[src/rtl/supmon_pkg.sv]
// Package: shared sampling-mode codes and their classification.
// Assumes a 3-bit mode field; unknown codes fold into "off".
package supmon_pkg;

    localparam int MODE_W = 3;

    localparam logic [MODE_W-1:0] MD_OFF  = 3'd0;
    localparam logic [MODE_W-1:0] MD_CONT = 3'd1;
    localparam logic [MODE_W-1:0] MD_S32  = 3'd2;
    localparam logic [MODE_W-1:0] MD_S256 = 3'd3;
    localparam logic [MODE_W-1:0] MD_S2K  = 3'd4;

    typedef enum logic [1:0] {
        KIND_OFF  = 2'd0,
        KIND_CONT = 2'd1,
        KIND_SAMP = 2'd2
    } mon_kind_e;

    // Map a raw mode code onto its monitoring kind.
    function automatic mon_kind_e kind_of(input logic [MODE_W-1:0] code);
        case (code)
            MD_CONT:                 kind_of = KIND_CONT;
            MD_S32, MD_S256, MD_S2K: kind_of = KIND_SAMP;
            default:                 kind_of = KIND_OFF;
        endcase
    endfunction

endpackage

[src/rtl/supmon_window.sv]
// Window generator: registers the mode code, runs the period counter and
// raises the comparator enable. Assumes the longest ratio is 2**LOG_C and
// LOG_A < LOG_B < LOG_C. A change of code restarts the count at zero.
module supmon_window
    import supmon_pkg::*;
#(
    parameter int LOG_A = 5,
    parameter int LOG_B = 8,
    parameter int LOG_C = 11
) (
    input  logic              clk,
    input  logic              rst_n,
    input  logic [MODE_W-1:0] mode_in,
    output logic              win,
    output logic              off_now
);
    localparam int CNT_W = LOG_C;
    localparam int N_RATIO = 3;
    localparam int LOG_TAB [N_RATIO] = '{LOG_A, LOG_B, LOG_C};

    logic [MODE_W-1:0] mode_q;
    logic [CNT_W-1:0]  cnt_q;
    logic [CNT_W-1:0]  last_tab [N_RATIO];
    logic [CNT_W-1:0]  last_val;
    mon_kind_e         kind_q;

    // One terminal count per ratio, built from its log2 parameter.
    genvar gi;
    generate
        for (gi = 0; gi < N_RATIO; gi++) begin : g_last
            assign last_tab[gi] = CNT_W'((64'd1 << LOG_TAB[gi]) - 64'd1);
        end
    endgenerate

    // Select the terminal count for the registered mode.
    always_comb begin
        case (mode_q)
            MD_S32:  last_val = last_tab[0];
            MD_S256: last_val = last_tab[1];
            default: last_val = last_tab[2];
        endcase
    end

    // Decode the enable window and whether the incoming code is disabled.
    always_comb begin
        kind_q  = kind_of(mode_q);
        win     = (kind_q == KIND_CONT) || ((kind_q == KIND_SAMP) && (cnt_q == last_val));
        off_now = (kind_of(mode_in) == KIND_OFF);
    end

    // Register the mode and advance or restart the period counter.
    always_ff @(posedge clk) begin
        if (!rst_n) begin
            mode_q <= MD_OFF;
            cnt_q  <= '0;
        end else begin
            mode_q <= mode_in;
            if (mode_in != mode_q) begin
                cnt_q <= '0;
            end else if (kind_q == KIND_SAMP) begin
                cnt_q <= (cnt_q == last_val) ? '0 : cnt_q + 1'b1;
            end else begin
                cnt_q <= '0;
            end
        end
    end

endmodule

[src/rtl/supmon_status.sv]
// Status keeper: live bit follows each window's sample; sticky bit latches
// detections and clears on a read. Assumes smp is high only on the cycle
// whose closing edge ends a comparator window.
module supmon_status (
    input  logic clk,
    input  logic rst_n,
    input  logic smp,
    input  logic hit,
    input  logic off_now,
    input  logic rd,
    output logic live,
    output logic sticky
);
    // Update the live measurement result.
    always_ff @(posedge clk) begin
        if (!rst_n)       live <= 1'b0;
        else if (off_now) live <= 1'b0;
        else if (smp)     live <= hit;
    end

    // Latch detections; a read clears unless a detection lands with it.
    always_ff @(posedge clk) begin
        if (!rst_n)          sticky <= 1'b0;
        else if (smp && hit) sticky <= 1'b1;
        else if (rd)         sticky <= 1'b0;
    end

endmodule

[src/rtl/supmon_action.sv]
// Action router: turns a sampled detection into a held reset request and
// a per-sample wake-up pulse, each gated by its own enable.
module supmon_action (
    input  logic clk,
    input  logic rst_n,
    input  logic smp,
    input  logic hit,
    input  logic off_now,
    input  logic rst_en,
    input  logic wake_en,
    output logic rst_req,
    output logic wake_req
);
    // Hold the reset request across consecutive detecting samples.
    always_ff @(posedge clk) begin
        if (!rst_n)                 rst_req <= 1'b0;
        else if (off_now || !rst_en) rst_req <= 1'b0;
        else if (smp)               rst_req <= hit;
    end

    // Pulse the wake-up request after each detecting sample.
    always_ff @(posedge clk) begin
        if (!rst_n) wake_req <= 1'b0;
        else        wake_req <= smp && hit && wake_en && !off_now;
    end

endmodule

[src/rtl/supmon_ctrl.sv]
// Top: duty-cycled supply monitor controller. Passes the threshold code
// through, generates comparator windows, keeps status and routes
// detections. Runs entirely on the slow clock; inputs are synchronous.
module supmon_ctrl
    import supmon_pkg::*;
#(
    parameter int THR_W = 4,
    parameter int LOG_A = 5,
    parameter int LOG_B = 8,
    parameter int LOG_C = 11
) (
    input  logic             clk,
    input  logic             rst_n,
    input  logic [THR_W-1:0] cfg_thresh,
    input  logic [2:0]       cfg_mode,
    input  logic             cfg_rst_en,
    input  logic             cfg_wake_en,
    input  logic             cmp_out,
    input  logic             sr_rd,
    output logic             cmp_en,
    output logic [THR_W-1:0] cmp_thresh,
    output logic             rst_req,
    output logic             wake_req,
    output logic             sts_live,
    output logic             sts_sticky
);
    logic win;
    logic off_now;

    // Threshold code goes straight to the analog side.
    assign cmp_thresh = cfg_thresh;
    assign cmp_en     = win;

    supmon_window #(.LOG_A(LOG_A), .LOG_B(LOG_B), .LOG_C(LOG_C)) u_win (
        .clk     (clk),
        .rst_n   (rst_n),
        .mode_in (cfg_mode),
        .win     (win),
        .off_now (off_now)
    );

    supmon_status u_sts (
        .clk     (clk),
        .rst_n   (rst_n),
        .smp     (win),
        .hit     (cmp_out),
        .off_now (off_now),
        .rd      (sr_rd),
        .live    (sts_live),
        .sticky  (sts_sticky)
    );

    supmon_action u_act (
        .clk      (clk),
        .rst_n    (rst_n),
        .smp      (win),
        .hit      (cmp_out),
        .off_now  (off_now),
        .rst_en   (cfg_rst_en),
        .wake_en  (cfg_wake_en),
        .rst_req  (rst_req),
        .wake_req (wake_req)
    );

endmodule

[config.mk]
export PLATFORM = sky130hd
export DESIGN_NAME = supmon_ctrl
export DESIGN_NICKNAME = d
export VERILOG_FILES = /design/src/rtl/supmon_pkg.sv /design/src/rtl/supmon_window.sv /design/src/rtl/supmon_status.sv /design/src/rtl/supmon_action.sv /design/src/rtl/supmon_ctrl.sv
export SDC_FILE = /design/constraint.sdc
export NUM_CORES = 1
export LEC_CHECK = 0
export ABC_CLOCK_PERIOD_IN_PS = 1800
export BUFFER_PORTS_ARGS = -buffer_cell sky130_fd_sc_hd__buf_4
export CORE_MARGIN = 8
export CORE_UTILIZATION = 50
export CTS_CLUSTER_SIZE = 12
export DETAILED_ROUTE_END_ITERATION = 10
export PLACE_DENSITY = 0.76
export SYNTH_ARGS = -nofsm -noshare
export SYNTH_HDL_FRONTEND = slang
export SYNTH_SLANG_ARGS = --single-unit
[constraint.sdc]
create_clock -name clk -period 1.8 [get_ports clk]
set_clock_uncertainty 0.15 [all_clocks]
set_input_delay 0.18 -clock clk [delete_from_list [all_inputs] [get_ports clk]]
set_output_delay 0.18 -clock clk [all_outputs]
set_load 0.01 [all_outputs]
==> results of run 1 <==
[critical path: cells and delay by family (launching register included)]
family                 cells  cell delay [ns]
DFF                        1             0.37
muxes                      1             0.33
and+or+nand+nor            2             0.31
buffers and inverters      1             0.13
AOI/OAI and AO/OA          1             0.10
[layout make-up]
class                           instances  area (um2)
Multi-Input combinational cell         70         495
Fill cell                             101         485
Sequential cell                        18         373
Timing Repair Buffer                   30         251
Clock buffer                            4        36.3
Tap cell                               17        21.3
Inverter                                2        7.51
[power by group through the flow]
stage          Sequential, mW  Combinational (mW)  Clock [mW]
2_1_floorplan           0.418              0.0427           0
3_3_place_gp            0.418              0.0587           0
3_5_place_dp            0.418              0.0594           0
4_1_cts                 0.409              0.0842       0.256
5_1_grt                 0.411              0.0930       0.273
6_report                0.409              0.0877       0.256
[final timing paths]
| kind | endpoint | start | cells past startpoint |
|---|---|---|---|
| worst max-delay path | cmp_en | u_win.mode_q[0]$_SDFF_PN0_ | 5 |
| worst min-delay path | u_sts.sticky$_SDFFE_PN0P_ | sr_rd | 3 |
| worst max register to register | u_sts.live$_SDFFE_PP0P_ | u_win.cnt_q[9]$_SDFF_PP0_ | 6 |
| worst min register to register | u_win.cnt_q[0]$_SDFF_PP0_ | u_win.cnt_q[0]$_SDFF_PP0_ | 1 |
[cells in the final DEF (no fill, tap or decap), types with 2 or more instances in the layout]
cell	count
a21oi_2	2
and2_1	4
and3_1	2
buf_4	20
clkbuf_4	3
dfxtp_1	12
dfxtp_2	4
dfxtp_4	2
dlygate4sd3_1	9
inv_1	2
nand2_1	7
nand3_1	8
nand4_1	2
nor2_1	15
xnor2_1	8
xor2_1	5
[layer usage]
layer	part of all wire	vias up	wire, um	GRT usage
met5	0	-	0	0
met4	0.013	0	25	0.0679
met3	0.055	4	108	0.0381
met2	0.50	16	987	0.217
met1	0.43	329	840	0.132
li1	-	369	-	-
[metrics by stage]
stage	cells	worst slack [ns]	instance area [um2]	power, mW
floorplan	94	0.175	856	0.461
detailed placement	120	0.0634	945	0.478
global route	141	-0.120	1180	0.776
finish	141	-0.0636	1180	0.753
global placement	120	0.0741	945	0.477
CTS	140	-0.0602	1160	0.748
[sequential cells by signal (all words and copies together) (netlist names)]
register,count
u_win.cnt_q,11
u_win.mode_q,3
u_act.wake_req,1
u_act.rst_req,1
u_sts.sticky,1
u_sts.live,1
[what timing repair did]
action / CTS / global route
setup buffers: 7 / 1
endpoints found under the hold margin: 6 / 0
pin swaps: 5 / 1
gates cloned: 0 / 0
hold buffers: 9 / 0
gates resized for setup: 13 / 5
setup endpoints to repair: 1 / 15
[kinds of logic (layout without fill, tap and decap cells)]
logic type | count (synthesis) | after routing | synth area share
adder cells (fa/ha/maj) | 1 | 1 | 0.0146
flip-flops | 18 | 18 | 0.421
multiplexers | 2 | 2 | 0.0395
AO/OA/AOI/OAI | 6 | 6 | 0.0687
XOR/XNOR | 13 | 13 | 0.133
buffers and inverters | 6 | 36 | 0.0439
AND/OR/NAND/NOR | 48 | 48 | 0.279
==> results.cfg, run 1 <==
[floorplanning]
start_util = 0.512
rows = 15
core_area_mm2 = 0.00167
fp.dieH_um = 57.4
fp.dieW_um = 57.4
io_pins = 22
dieArea_mm2 = 0.00329

[routing]
wirelength_um = 1960
drc_errors = 0
dr.pass1.iters = 4
routedWlPerCell_um = 13.9
drt_first_iter_violations = 5
drt.antenna.violating_nets = 0
via_per_inst = 5.09
vias = 718

[power]
power_switching_mw = 0.173
p_comb_frac = 0.116
p_sw_frac = 0.229
p_int_mw = 0.581
p_leak_nw = 0.464
max-vdd-ir-drop_mv = 0.424
pwr-share-clk = 0.340
p_per_area_mw_per_mm2 = 636
seq_power_share = 0.543

[yosys]
netlist.area_leader.share = 0.421
avgSynthCellArea_um2 = 9.10
synth_top_flop_cell = dfxtp_1
synthArstFlopShare = 0
netlist_area_um2 = 856
synth_area_leaders = dfxtp_1 42%, xnor2_1 8.2%, nor2_1 6.6%
synth_commonest_cells = 18 x dfxtp_1, 15 x nor2_1, 9 x nand3_1
syn_inst = 94
ys_seq_area_frac = 0.421
yosys_warnings = 0
synth_edf_count = 0
yosys.area.top_type = dfxtp_1
synth-seq-cells = 18
synth.most_common_cell = dfxtp_1
yosysUniqueCellTypes = 25
synth_fp_nets = 108

[clock_network]
clkSinkCount = 18
clock_latency_ns = 0.30
root_buffer = clkbuf_4
numCtsBuffers = 3
clkSlewWorstSetupHoldPaths_ns = 0.11
cts.path.max_buffers = 2
htreeDepth = 1
cts_tree = done

[worst_setup_path]
ff2ff_setup_slack_ns = 0.06
crit_required_ns = 1.47
end_kind = primary output
slowest_delay_ns = 0.37
cp_max_fo = 4
slowest_stage = dfxtp_2
crit_type = flip-flop to primary output
start_kind = flip-flop
crit_chain = nor3b_4 > mux2_4 > o2111ai_2 > nand2_1 > buf_6
cp.arrival_ns = 1.53

[placed_design]
numPortBuffers = 13
place_congestion = 0.785
dp_hpwl_um = 1170

[sta]
fin_crit_sh = 1.04
clock.fmax_mhz = 537
slew_violations = 0
final.setup.tns_ns = -0.0636
max-slew-margin-rel = 0.776
post-route-min-period_ns = 1.86
worst_slack_ns = -0.0636
hold_slack_ns = 0.000363
finalHoldViolCount = 0
setup_violations = 1
worst_pin_slew_ns = 0.333
rsz0062_at_grt = yes

[layout]
postLayoutCoreUtil = 0.709
drive_gt1_frac = 0.371
insertedDiodeCount = 0
num-nets-final = 139
syn_to_final_growth_pct = 38.5

[job]
cap_violations = 0

[global_route]
first_global_vias = 761
antenna_found_initial = 0
track_usage = 0.125
grt_pass1_wl_um = 3240
grt-ovfl-total = 0
grt_max_degree = 11

[run_status]
status = complete, but fails checks
violations = negative setup slack

[min_path]
worstHoldPathType = input pin to flip-flop
Note: power is estimated with default switching activity, not from simulation.
==> run 2, diff against run 1 <==
==> constraint.sdc (replaced) <==
create_clock -name clk -period 1.8 [get_ports clk]
set_clock_uncertainty 0.15 [all_clocks]
set_input_delay 0.09 -clock clk [delete_from_list [all_inputs] [get_ports clk]]
set_output_delay 0.09 -clock clk [all_outputs]
set_load 0.01 [all_outputs]
==> run 2 against run 1 <==
Compared with the run above:
- the run now ends clean
- maximum frequency grew 4.3%
- hold slack better by 0.029 ns
- sequential share of layout area down 0.46 points
- combinational power up 9.2%
- via count rose by 1.4%
- highest routed layer unchanged
==> results.cfg, run 2 (same netlist as run 1, synthesis figures left out) <==
[routing]
via_per_inst = 5.20
drt_first_iter_violations = 12
dr.pass1.iters = 3
vias = 728
wirelength_um = 2120
drc_errors = 0
routedWlPerCell_um = 15.2
drt.antenna.violating_nets = 0

[layout]
num-nets-final = 138
reg_top3 = u_win.cnt_q: 11 flops, u_win.mode_q: 3 flops
drive_gt1_frac = 0.358
final_cell_mix = 16 x buf_4, 14 x nor2_1, 12 x dfxtp_1
fillCellCount = 105
top_register = u_win.cnt_q
syn_to_final_growth_pct = 40.5
layout_commonest_cell = buf_4
instances_no_fill = 140
design_area_mm2 = 0.00120
insertedDiodeCount = 0
largest_register_ffs = 11

[worst_setup_path]
cp.arrival_ns = 1.88
crit_type = flip-flop to flip-flop
ff2ff_setup_slack_ns = 0.01
crit_chain = or3_4 > mux2i_4 > o2111ai_4 > buf_6 > a21bo_4 > a21oi_2
reg2reg_from = u_win.cnt_q[9]$_SDFF_PP0_
crit_required_ns = 1.89
start_kind = flip-flop
crit_family = compound AO/OA/AOI/OAI gates
end_kind = flip-flop
cp.depth = 6
slowest_delay_ns = 0.37
regToRegEndpoint = u_sts.live$_SDFFE_PP0P_
reg2regPathDepth = 6
cp_max_fo = 4
slowest_stage = or3_4
crit_buf_inv = 1

[clock_network]
clkSinkCount = 18
root_buffer = clkbuf_4
cts.path.max_buffers = 2
clkSlewWorstSetupHoldPaths_ns = 0.12
numCtsBuffers = 3
clock_latency_ns = 0.30
cts_tree = done
htreeDepth = 1

[floorplanning]
core_area_mm2 = 0.00167
start_util = 0.512
dieArea_mm2 = 0.00329
fp.dieW_um = 57.4
io_pins = 22
fp.dieH_um = 57.4
rows = 15

[min_path]
worstHoldPathType = input pin to flip-flop
worstHoldStart = cmp_out
hold_depth = 3
hold_path_end = u_act.rst_req$_SDFFE_PP0P_

[placed_design]
place_area_um2 = 952
dp_hpwl_um = 1200
dp.cells = 121
pre_cts_slack_ns = 0.0730
place_congestion = 0.750
numPortBuffers = 13

[sta]
hold_slack_ns = 0.0294
worst_slack_ns = 0.0138
rsz0062_at_grt = yes
final.setup.tns_ns = 0
fin_crit_sh = 0.992
clock.fmax_mhz = 560
finalHoldViolCount = 0
worst_pin_slew_ns = 0.330
setup_violations = 0
slew_violations = 0
post-route-min-period_ns = 1.79
max-slew-margin-rel = 0.779

[global_route]
grt_pass1_wl_um = 3300
first_global_vias = 757
grt-ovfl-total = 0
grt_max_degree = 11
track_usage = 0.133
antenna_found_initial = 0

[run_status]
status = complete, no violations

[job]
cap_violations = 0

[power]
p_per_area_mw_per_mm2 = 637
p_leak_nw = 0.461
max-vdd-ir-drop_mv = 0.586
## run 2: how the worst max path moves through the flow
stage | start | end | slack (ns)
6_report | u_win.cnt_q[9]$_SDFF_PP0_ | u_sts.live$_SDFFE_PP0P_ | 0.01
5_1_grt | cfg_mode[1] | u_act.wake_req$_SDFF_PN0_ | -0.05
4_1_cts | u_win.cnt_q[9]$_SDFF_PP0_ | cmp_en | 0.01
3_5_place_dp | u_win.mode_q[2]$_SDFF_PN0_ | u_sts.live$_SDFFE_PP0P_ | 0.07
3_3_place_gp | u_win.mode_q[2]$_SDFF_PN0_ | u_sts.sticky$_SDFFE_PN0P_ | 0.08
2_1_floorplan | u_win.cnt_q[8]$_SDFF_PP0_ | u_sts.sticky$_SDFFE_PN0P_ | 0.17
## run 2: layout make-up
cell class                 instances  area (um2)  area share
multi-input combinational         70         512       0.426
sequential                        18         373       0.310
timing repair buffer              29         253       0.210
clock buffer                       4        36.3      0.0302
tap                               17        21.3      0.0177
inverter                           2        7.51     0.00624
## run 2: per-layer routing
layer	routed length, um	global-route usage	vias to the layer above	share of wire
li1	-	-	367	-
met1	931	0.132	339	0.44
met2	1030	0.207	16	0.48
met3	102	0.0538	6	0.048
met4	61	0.121	0	0.029
met5	0	0	-	0
## run 2: per-stage QoR
stage / util / power (mW)
after global placement: 0.570 / 0.476
after global routing: 0.720 / 0.790
final: 0.720 / 0.766
after floorplan: - / 0.461
after detailed placement: 0.570 / 0.477
after CTS: 0.698 / 0.754
## run 2: worst register-to-register path, stage by stage, from the launching register on
cell	delay, ns
dfxtp_2	0.35
or3_4	0.37
mux2i_4	0.18
o2111ai_4	0.15
buf_6	0.15
a21bo_4	0.23
a21oi_2	0.15
## run 2: report_power, final
part           switching [mW]  internal [mW]  leakage, nW
registers             0.00667          0.403        0.149
logic                  0.0390         0.0568        0.291
clock network           0.137          0.123       0.0210
total                   0.183          0.583        0.461
## run 2: timing repair
action | 4_1_cts | 5_1_grt
buffers inserted | 4 | 0
pin swaps | 1 | 4
cloned | 0 | 0
resized for setup | 8 | 13
endpoints found under the hold margin | 7 | 0
hold buffers | 12 | 0
setup endpoints to repair | 1 | 5
